**config.mk**
```make
export PLATFORM = sky130hd
export DESIGN_NAME = burst_crc_acc
export DESIGN_NICKNAME = d
export VERILOG_FILES = /design/src/rtl/burst_crc_pkg.sv /design/src/rtl/seg_edge_det.sv /design/src/rtl/crc_fold.sv /design/src/rtl/crc_cmp.sv /design/src/rtl/burst_crc_acc.sv
export SDC_FILE = /design/constraint.sdc
export NUM_CORES = 1
export LEC_CHECK = 0
export ABC_AREA = 0
export BUFFER_PORTS_ARGS = -buffer_cell sky130_fd_sc_hd__buf_2
export CAP_MARGIN = 5
export CELL_PAD_IN_SITES_DETAIL_PLACEMENT = 1
export CELL_PAD_IN_SITES_GLOBAL_PLACEMENT = 1
export CORE_ASPECT_RATIO = 1.5
export CORE_MARGIN = 2
export CORE_UTILIZATION = 42
export DETAILED_ROUTE_END_ITERATION = 8
export PLACE_DENSITY = 0.84
export SETUP_SLACK_MARGIN = 0.15
export SYNTH_ARGS = -nofsm -noshare
export SYNTH_HDL_FRONTEND = slang
export SYNTH_SLANG_ARGS = --single-unit
export TNS_END_PERCENT = 1
```
**constraint.sdc**
```tcl
create_clock -name clk_i -period 4.6 [get_ports clk_i]
set_input_delay 0.23 -clock clk_i [delete_from_list [all_inputs] [get_ports clk_i]]
set_output_delay 0.23 -clock clk_i [all_outputs]
set_load 0.005 [all_outputs]
```
**src/rtl/burst_crc_pkg.sv**
```systemverilog
package burst_crc_pkg;
  localparam int unsigned CRC_W    = 16;
  localparam int unsigned DATA_W   = 16;
  localparam logic [CRC_W-1:0] CRC_POLY = 16'h1021;
  localparam logic [CRC_W-1:0] CRC_SEED = 16'h4ABA;

  typedef logic [CRC_W-1:0]  crc_t;
  typedef logic [DATA_W-1:0] word_t;

  typedef struct packed {
    logic open_seg;   // acknowledge just asserted
    logic close_seg;  // acknowledge just deasserted
    logic active;     // acknowledge asserted this cycle
  } seg_evt_t;
endpackage

```
**src/rtl/seg_edge_det.sv**
```systemverilog
module seg_edge_det
  import burst_crc_pkg::*;
(
  input  logic     clk_i,
  input  logic     rst_ni,
  input  logic     ack_ni,
  output seg_evt_t evt_o
);
  logic ack_n_q;

  always_ff @(posedge clk_i or negedge rst_ni) begin
    if (!rst_ni) ack_n_q <= 1'b1;
    else         ack_n_q <= ack_ni;
  end

  always_comb begin
    evt_o.open_seg  = ack_n_q & ~ack_ni;
    evt_o.close_seg = ~ack_n_q & ack_ni;
    evt_o.active    = ~ack_ni;
  end
endmodule

```
**src/rtl/crc_fold.sv**
```systemverilog
// Parallel multi-bit CRC update, MSB of the word first.
module crc_fold #(
  parameter int unsigned CRC_W  = 16,
  parameter int unsigned DATA_W = 16,
  parameter logic [CRC_W-1:0] POLY = 16'h1021
) (
  input  logic [CRC_W-1:0]  crc_i,
  input  logic [DATA_W-1:0] data_i,
  output logic [CRC_W-1:0]  crc_o
);
  logic [CRC_W-1:0] chain [DATA_W+1];

  assign chain[0] = crc_i;

  for (genvar i = 0; i < DATA_W; i++) begin : g_bit
    logic fb;
    assign fb = chain[i][CRC_W-1] ^ data_i[DATA_W-1-i];
    assign chain[i+1] = {chain[i][CRC_W-2:0], 1'b0} ^ (fb ? POLY : '0);
  end

  assign crc_o = chain[DATA_W];
endmodule

```
**src/rtl/crc_cmp.sv**
```systemverilog
module crc_cmp #(
  parameter int unsigned CRC_W = 16
) (
  input  logic             clk_i,
  input  logic             rst_ni,
  input  logic             clr_i,
  input  logic             cmp_vld_i,
  input  logic [CRC_W-1:0] cmp_crc_i,
  input  logic [CRC_W-1:0] ref_crc_i,
  output logic             err_o
);
  logic err_q;

  always_ff @(posedge clk_i or negedge rst_ni) begin
    if (!rst_ni)                                 err_q <= 1'b0;
    else if (clr_i)                              err_q <= 1'b0;
    else if (cmp_vld_i && cmp_crc_i != ref_crc_i) err_q <= 1'b1;
  end

  assign err_o = err_q;
endmodule

```
**src/rtl/burst_crc_acc.sv**
```systemverilog
module burst_crc_acc
  import burst_crc_pkg::*;
(
  input  logic              clk_i,
  input  logic              rst_ni,
  input  logic              burst_ack_ni,
  input  logic              word_vld_i,
  input  logic [DATA_W-1:0] word_i,
  input  logic              cmp_vld_i,
  input  logic [CRC_W-1:0]  cmp_crc_i,
  output logic [CRC_W-1:0]  crc_o,
  output logic [CRC_W-1:0]  final_crc_o,
  output logic              final_vld_o,
  output logic              crc_err_o
);
  seg_evt_t evt;
  crc_t     crc_q, crc_base, crc_next, final_q;
  logic     final_vld_q;

  seg_edge_det u_edge (
    .clk_i  (clk_i),
    .rst_ni (rst_ni),
    .ack_ni (burst_ack_ni),
    .evt_o  (evt)
  );

  // a word in the opening cycle folds into the seed
  assign crc_base = evt.open_seg ? CRC_SEED : crc_q;

  crc_fold #(
    .CRC_W  (CRC_W),
    .DATA_W (DATA_W),
    .POLY   (CRC_POLY)
  ) u_fold (
    .crc_i  (crc_base),
    .data_i (word_i),
    .crc_o  (crc_next)
  );

  always_ff @(posedge clk_i or negedge rst_ni) begin
    if (!rst_ni) begin
      crc_q       <= CRC_SEED;
      final_q     <= '0;
      final_vld_q <= 1'b0;
    end else begin
      if (evt.active && word_vld_i) crc_q <= crc_next;
      else if (evt.open_seg)        crc_q <= CRC_SEED;
      if (evt.close_seg) final_q <= crc_q;
      final_vld_q <= evt.close_seg;
    end
  end

  crc_cmp #(.CRC_W(CRC_W)) u_cmp (
    .clk_i     (clk_i),
    .rst_ni    (rst_ni),
    .clr_i     (evt.open_seg),
    .cmp_vld_i (cmp_vld_i),
    .cmp_crc_i (cmp_crc_i),
    .ref_crc_i (final_q),
    .err_o     (crc_err_o)
  );

  assign crc_o       = crc_q;
  assign final_crc_o = final_q;
  assign final_vld_o = final_vld_q;
endmodule

```
==> results of run 1 <==
[stage by stage]
step / area (sq um) / worst slack, ns
finish: 2631 / 2.010
global route: 2631 / 1.910
CTS: 2631 / 1.996
detailed placement: 2544 / 2.031
global placement: 2544 / 2.104
floorplan: 2141 / 2.553
[cell families after synthesis]
logic type	count (synthesis)	synth area share [%]
xor gates and xnor gates	73	35.59
and+or+nand+nor	43	9.819
DFF	35	41.44
muxes	16	8.416
AOI/OAI and AO/OA	12	3.156
buffers and inverters	6	1.578
[routing by layer]
metal	global-route usage, %	vias up	part of all wire, %
met5	0	-	0
met4	6.111	0	1.4
met3	2.974	5	3.4
met2	39.58	45	58
met1	23.05	770	37
li1	-	745	-
[layout make-up]
cell class | instances | area [sq um] | share of cell area [%]
sequential | 35 | 887.1 | 33.71
inverter | 1 | 3.754 | 0.1427
timing repair buffer | 70 | 350.3 | 13.31
clock buffer | 6 | 82.58 | 3.138
multi-input combinational | 144 | 1220 | 46.36
clock inverter | 1 | 5.005 | 0.1902
tap | 66 | 82.58 | 3.138
[worst register-to-register path, delay by kind of cell, from the launching register on]
| family | cells | cell delay [ns] |
|---|---|---|
| and+or+nand+nor | 3 | 0.63 |
| xor gates and xnor gates | 4 | 1.34 |
| DFF | 1 | 0.55 |
[power by group through the flow]
stage / logic [mW] / clock network (mW) / registers (mW)
5_1_grt: 1.34 / 0.244 / 0.625
4_1_cts: 1.25 / 0.230 / 0.605
2_1_floorplan: 0.902 / 0 / 0.587
6_report: 1.23 / 0.228 / 0.603
3_3_place_gp: 1.20 / 0 / 0.600
3_5_place_dp: 1.24 / 0 / 0.611
[registers in the layout, indices dropped and copies added, names as in the netlist]
register and flops:
u_edge.ack_n_q 1, u_cmp.err_o 1, final_crc_o 16, final_vld_o 1, crc_o 16
[worst paths after layout]
path / startpoint / slack, ns / cells past startpoint / endpoint
max: u_edge.ack_n_q$_DFF_PN1_ / 2.01 / 7 / crc_o[7]$_DFF_PN1_
min: rst_ni / 0.03 / 1 / final_crc_o[7]$_DFFE_PN0P_
max reg2reg: u_edge.ack_n_q$_DFF_PN1_ / 2.01 / 7 / crc_o[7]$_DFF_PN1_
min reg2reg: u_cmp.err_o$_DFFE_PN0P_ / 0.53 / 2 / u_cmp.err_o$_DFFE_PN0P_
max in group asynchronous: rst_ni / 4.05 / 1 / final_crc_o[9]$_DFFE_PN0P_
min in group clk_i: burst_ack_ni / 0.10 / 1 / u_edge.ack_n_q$_DFF_PN1_
[cell usage after synthesis]
cell type	number	area, sq um
xor2_1	31	271.5
xnor2_1	30	262.8
dfrtp_1	26	650.6
nor2_1	19	71.32
mux2_2	16	180.2
nand2_1	11	41.29
dfstp_2	9	236.5
xnor2_2	7	113.9
a21oi_1	5	25.02
o21ai_0	5	25.02
nor4_1	4	25.02
xnor3_1	4	90.09
clkbuf_1	2	7.510
o22a_1	2	17.52
buf_1	1	3.750
buf_6	1	11.26
clkbuf_4	1	7.510
inv_1	1	3.750
nand2b_1	1	6.260
nand2b_2	1	8.760
nand4_1	1	6.260
nor2_2	1	6.260
nor2_4	1	11.26
nor2b_1	1	6.260
nor2b_4	1	13.76
nor3_1	1	5.000
or2b_2	1	8.760
xnor3_2	1	23.77
==> results.cfg, run 1 <==
[yosys]
ys_warn_count = 0
synth_cell_type_count = 28
ys_seq_area_share_pct = 41.44
synth.avg_cell_area_sq_um = 11.57
syn-cell-area_sq_mm = 0.002141
netlist_instances = 185
syn_nets = 222
ys_ff_latch = 35

[sta]
finalHoldViolations = 0
period_share_pct = 56.30
whs_ns = 0.02607
skew_ns = 0.009498
worst_pin_slew_ns = 0.8349
maxSlewHeadroom_pct = 44.22
setup_tns_ns = 0
maxSlewViolCount = 0
setup_viol = 0
min_period_ns = 2.590
fmax_mhz = 386.1
rsz0062_at_grt = false

[pwr]
seqPwrFrac_pct = 29.2
switching_share_pct = 39.93
power_density_mw_per_mm2 = 784.2
power_frac_comb_pct = 59.7
power.total_mw = 2.064
internal-power_mw = 1.240
clkPwrFrac_pct = 11.1
peakVddDrop_v = 0.0003891
leakage_nw = 1.224
p_sw_mw = 0.8240

[place]
portBuffers = 70
place_inst = 316
dp_hpwl_mm = 4.412
gp_congestion = 0.8226

[clock_network]
clk_pin_slew_worst_paths_ns = 0.07
holdBufCountCts = 0
h-tree-depth = 2
tritoncts = done
cts_sinks = 35
postCtsSetupBuffers = 0
numCtsBuffers = 5
root_buffer = clkbuf_8
clock_latency_ns = 0.29
cts_max_path_buffers = 2
cts_resized = 0

[floorplan]
dieHeight_microns = 91.44
rows = 31
num_io_pins = 71
die_width_microns = 62.30
dieArea_sq_mm = 0.005696
core_sq_mm = 0.004887
start_util_pct = 43.80

[worst_setup_path]
start_kind = flip-flop
crit_type = flip-flop to flip-flop
required_ns = 4.81
slowest_delay_ns = 0.56
crit_buf_inv = 0
critPathMaxFanout = 14
end_kind = flip-flop
crit_chain = nor2b_4, nor2_1, xnor2_2, xnor3_1, xnor2_1, nor2_1, xnor2_1
cp.arrival_ns = 2.80
crit_family = XOR/XNOR gates
slowest_stage = xnor3_1

[layout]
nFillCells = 591
drive_above_1_share_pct = 44.75
final_common_cell = buf_2
finalNetCount = 294
utilization_pct = 53.84
areaGrowthSynthToFinish_pct = 22.91
mostFrequentLayoutCells = buf_2 (70), xor2_1 (31), xnor2_1 (30)
antennaDiodeCount = 0
fin_cells = 323

[detailed_routing]
drtIter0Drc = 23
postRouteAntennaNets = 0
vias = 1565
drc_errors = 0
wl_per_cell_microns = 17.24
vias_per_cell = 4.845
drt_wl_total_mm = 5.570
first_pass_iters = 4

[run_status]
status = finished clean

[global_route]
gr-usage-all-layers_pct = 20.56
grt_start_max_net_pins = 36
antenna_found_initial = 0
grt_pass1_wl_mm = 8.983
grt_pass1_vias = 1771
grt_overflow = 0

[run]
maxCapViolCount = 0

[worst_hold_path]
min_path_type = input port to asynchronous set/reset pin
No activity file was read; power rests on OpenSTA's default activity.
==> inputs of run 2 (changes only) <==
Settings changed: CORE_UTILIZATION 42 to 35, PLACE_DENSITY 0.84 to 0.75.
Clock period 4.6 ns to 2.15 ns, I/O delays scaled along.
==> run 2 against run 1 <==
  * The run now ends with hold timing, setup timing left
  * Worst hold slack worse by 0.060 ns
  * Non-clock buffer count up 21
  * Setup slack got worse by 2.1 ns
  * Largest cell class unchanged
  * Core utilization fell by 3.6 points
  * Maximum frequency rose by 18%
  * Largest power group unchanged
  * Via count rose by 9.9%
  * Clock-buffer cell count is 1 higher
  * Register-to-register slack lost 2.1 ns
  * Cell count is 8.7% higher
  * Clock skew grew 0.0036 ns
==> results.cfg, run 2 (synthesis gave the netlist of run 1 again) <==
[global_route]
grt_overflow = 0
gr-usage-all-layers_pct = 19.57
antenna_found_initial = 0
grt_pass1_vias = 1853
grt_start_max_net_pins = 36
grt_pass1_wl_mm = 9.522

[sta]
whs_ns = -0.03392
setup_viol = 3
finalHoldViolations = 1
maxSlewHeadroom_pct = 46.09
worst_pin_slew_ns = 0.8086
fmax_mhz = 454.3
skew_ns = 0.01309
maxSlewViolCount = 0
period_share_pct = 102.4
fin_ws_ns = -0.05102
min_period_ns = 2.201
rsz0062_at_grt = true

[clock_network]
root_buffer = clkbuf_8
holdBufCountCts = 1
tritoncts = done
numCtsBuffers = 5
cts_sinks = 35
clock_latency_ns = 0.30
cts_max_path_buffers = 2
clk_pin_slew_worst_paths_ns = 0.08
h-tree-depth = 2

[worst_setup_path]
cp.arrival_ns = 2.39
end_kind = flip-flop
critPathMaxFanout = 6
crit_type = flip-flop to flip-flop
required_ns = 2.34
start_kind = flip-flop
r2r_slack_ns = -0.05

[place]
dpl_worst_slack_ns = -0.01814
place_inst = 332
dp_hpwl_mm = 4.755
gp_congestion = 0.9114
portBuffers = 70

[run_status]
status = finished with violations
violations = hold timing, setup timing

[layout]
drive_above_1_share_pct = 53.41
nFillCells = 661
seqCellArea_sq_um = 887.1
mostFrequentLayoutCells = buf_2 (70), xnor2_1 (27), xor2_1 (26), dfrtp_1 (26)
finalNetCount = 315
fin_cells = 351
antennaDiodeCount = 0
multi_input_area_sq_mm = 0.001331
final_common_cell = buf_2
areaGrowthSynthToFinish_pct = 37.64

[floorplan]
core_sq_mm = 0.005871
dieHeight_microns = 99.79
start_util_pct = 36.47
die_width_microns = 67.86
rows = 34
dieArea_sq_mm = 0.006771
num_io_pins = 71

[worst_hold_path]
min_path_type = input port to flip-flop

[pwr]
power_density_mw_per_mm2 = 1665
leakage_nw = 1.364
peakVddDrop_v = 0.0007897

[detailed_routing]
drtIter0Drc = 58
vias = 1720
vias_per_cell = 4.900
postRouteAntennaNets = 0
drc_errors = 0
first_pass_iters = 4
wl_per_cell_microns = 18.17
drt_wl_total_mm = 6.376

[run]
maxCapViolCount = 0
==> run 2: power by group <==
group | leakage (nW) | internal (mW) | switching [mW] | total [mW]
clock network | 0.0482 | 0.259 | 0.252 | 0.510
registers | 0.409 | 0.986 | 0.320 | 1.31
logic | 0.906 | 1.66 | 1.43 | 3.09
==> run 2: worst paths after layout <==
path,from,to,cells past startpoint
worst max-delay path,u_edge.ack_n_q$_DFF_PN1_,crc_o[13]$_DFF_PN0_,9
worst min-delay path,burst_ack_ni,u_edge.ack_n_q$_DFF_PN1_,1
worst max register to register,u_edge.ack_n_q$_DFF_PN1_,crc_o[13]$_DFF_PN0_,9
worst min register to register,u_cmp.err_o$_DFFE_PN0P_,u_cmp.err_o$_DFFE_PN0P_,2
max in group asynchronous,rst_ni,final_crc_o[14]$_DFFE_PN0P_,2
min in group asynchronous,rst_ni,crc_o[15]$_DFF_PN0_,2
==> run 2: critical path, cell delays in order (launching register included) <==
cell	delay (ns)
dfstp_2	0.54
nor2b_4	0.23
buf_6	0.13
buf_12	0.11
nor2_4	0.04
xnor2_2	0.16
xnor3_2	0.50
xnor2_2	0.19
nor2_2	0.06
xnor2_1	0.12
==> run 2: routing by layer <==
layer	wire (microns)	vias to the layer above	track usage, %
li1	-	783	-
met2	3660	56	36.80
met3	266	13	1.906
met4	178	0	8.308
met5	0	-	0
met1	2270	868	21.47
==> run 2: timing repair <==
| item | CTS | global route |
|---|---|---|
| endpoints found under the setup margin | 10 | 13 |
| hold endpoints to repair | 27 | 1 |
| pin swaps | 9 | 8 |
| gates resized for setup | 11 | 10 |
| setup buffers | 7 | 3 |
==> run 2: final cells by class <==
class	instances	area share, %
clock buffer	7	2.930
timing repair buffer	91	18.43
multi-input combinational	144	45.18
tap	72	3.057
sequential	35	30.11
clock inverter	1	0.1699
inverter	1	0.1274
==> run 2: through the flow <==
step	instance area, sq um	TNS (ns)	utilization, %	total power, mW	hold WS [ns]
floorplan	2148	0	-	3.189	-0.1881
CTS	2865	0	48.81	4.726	-0.02719
global route	2947	-0.5595	50.19	5.196	-0.02026
global placement	2646	0	45.08	3.987	0.2345
detailed placement	2646	-0.05879	45.08	4.084	0.2389
finish	2947	-0.09458	50.19	4.907	-0.03392
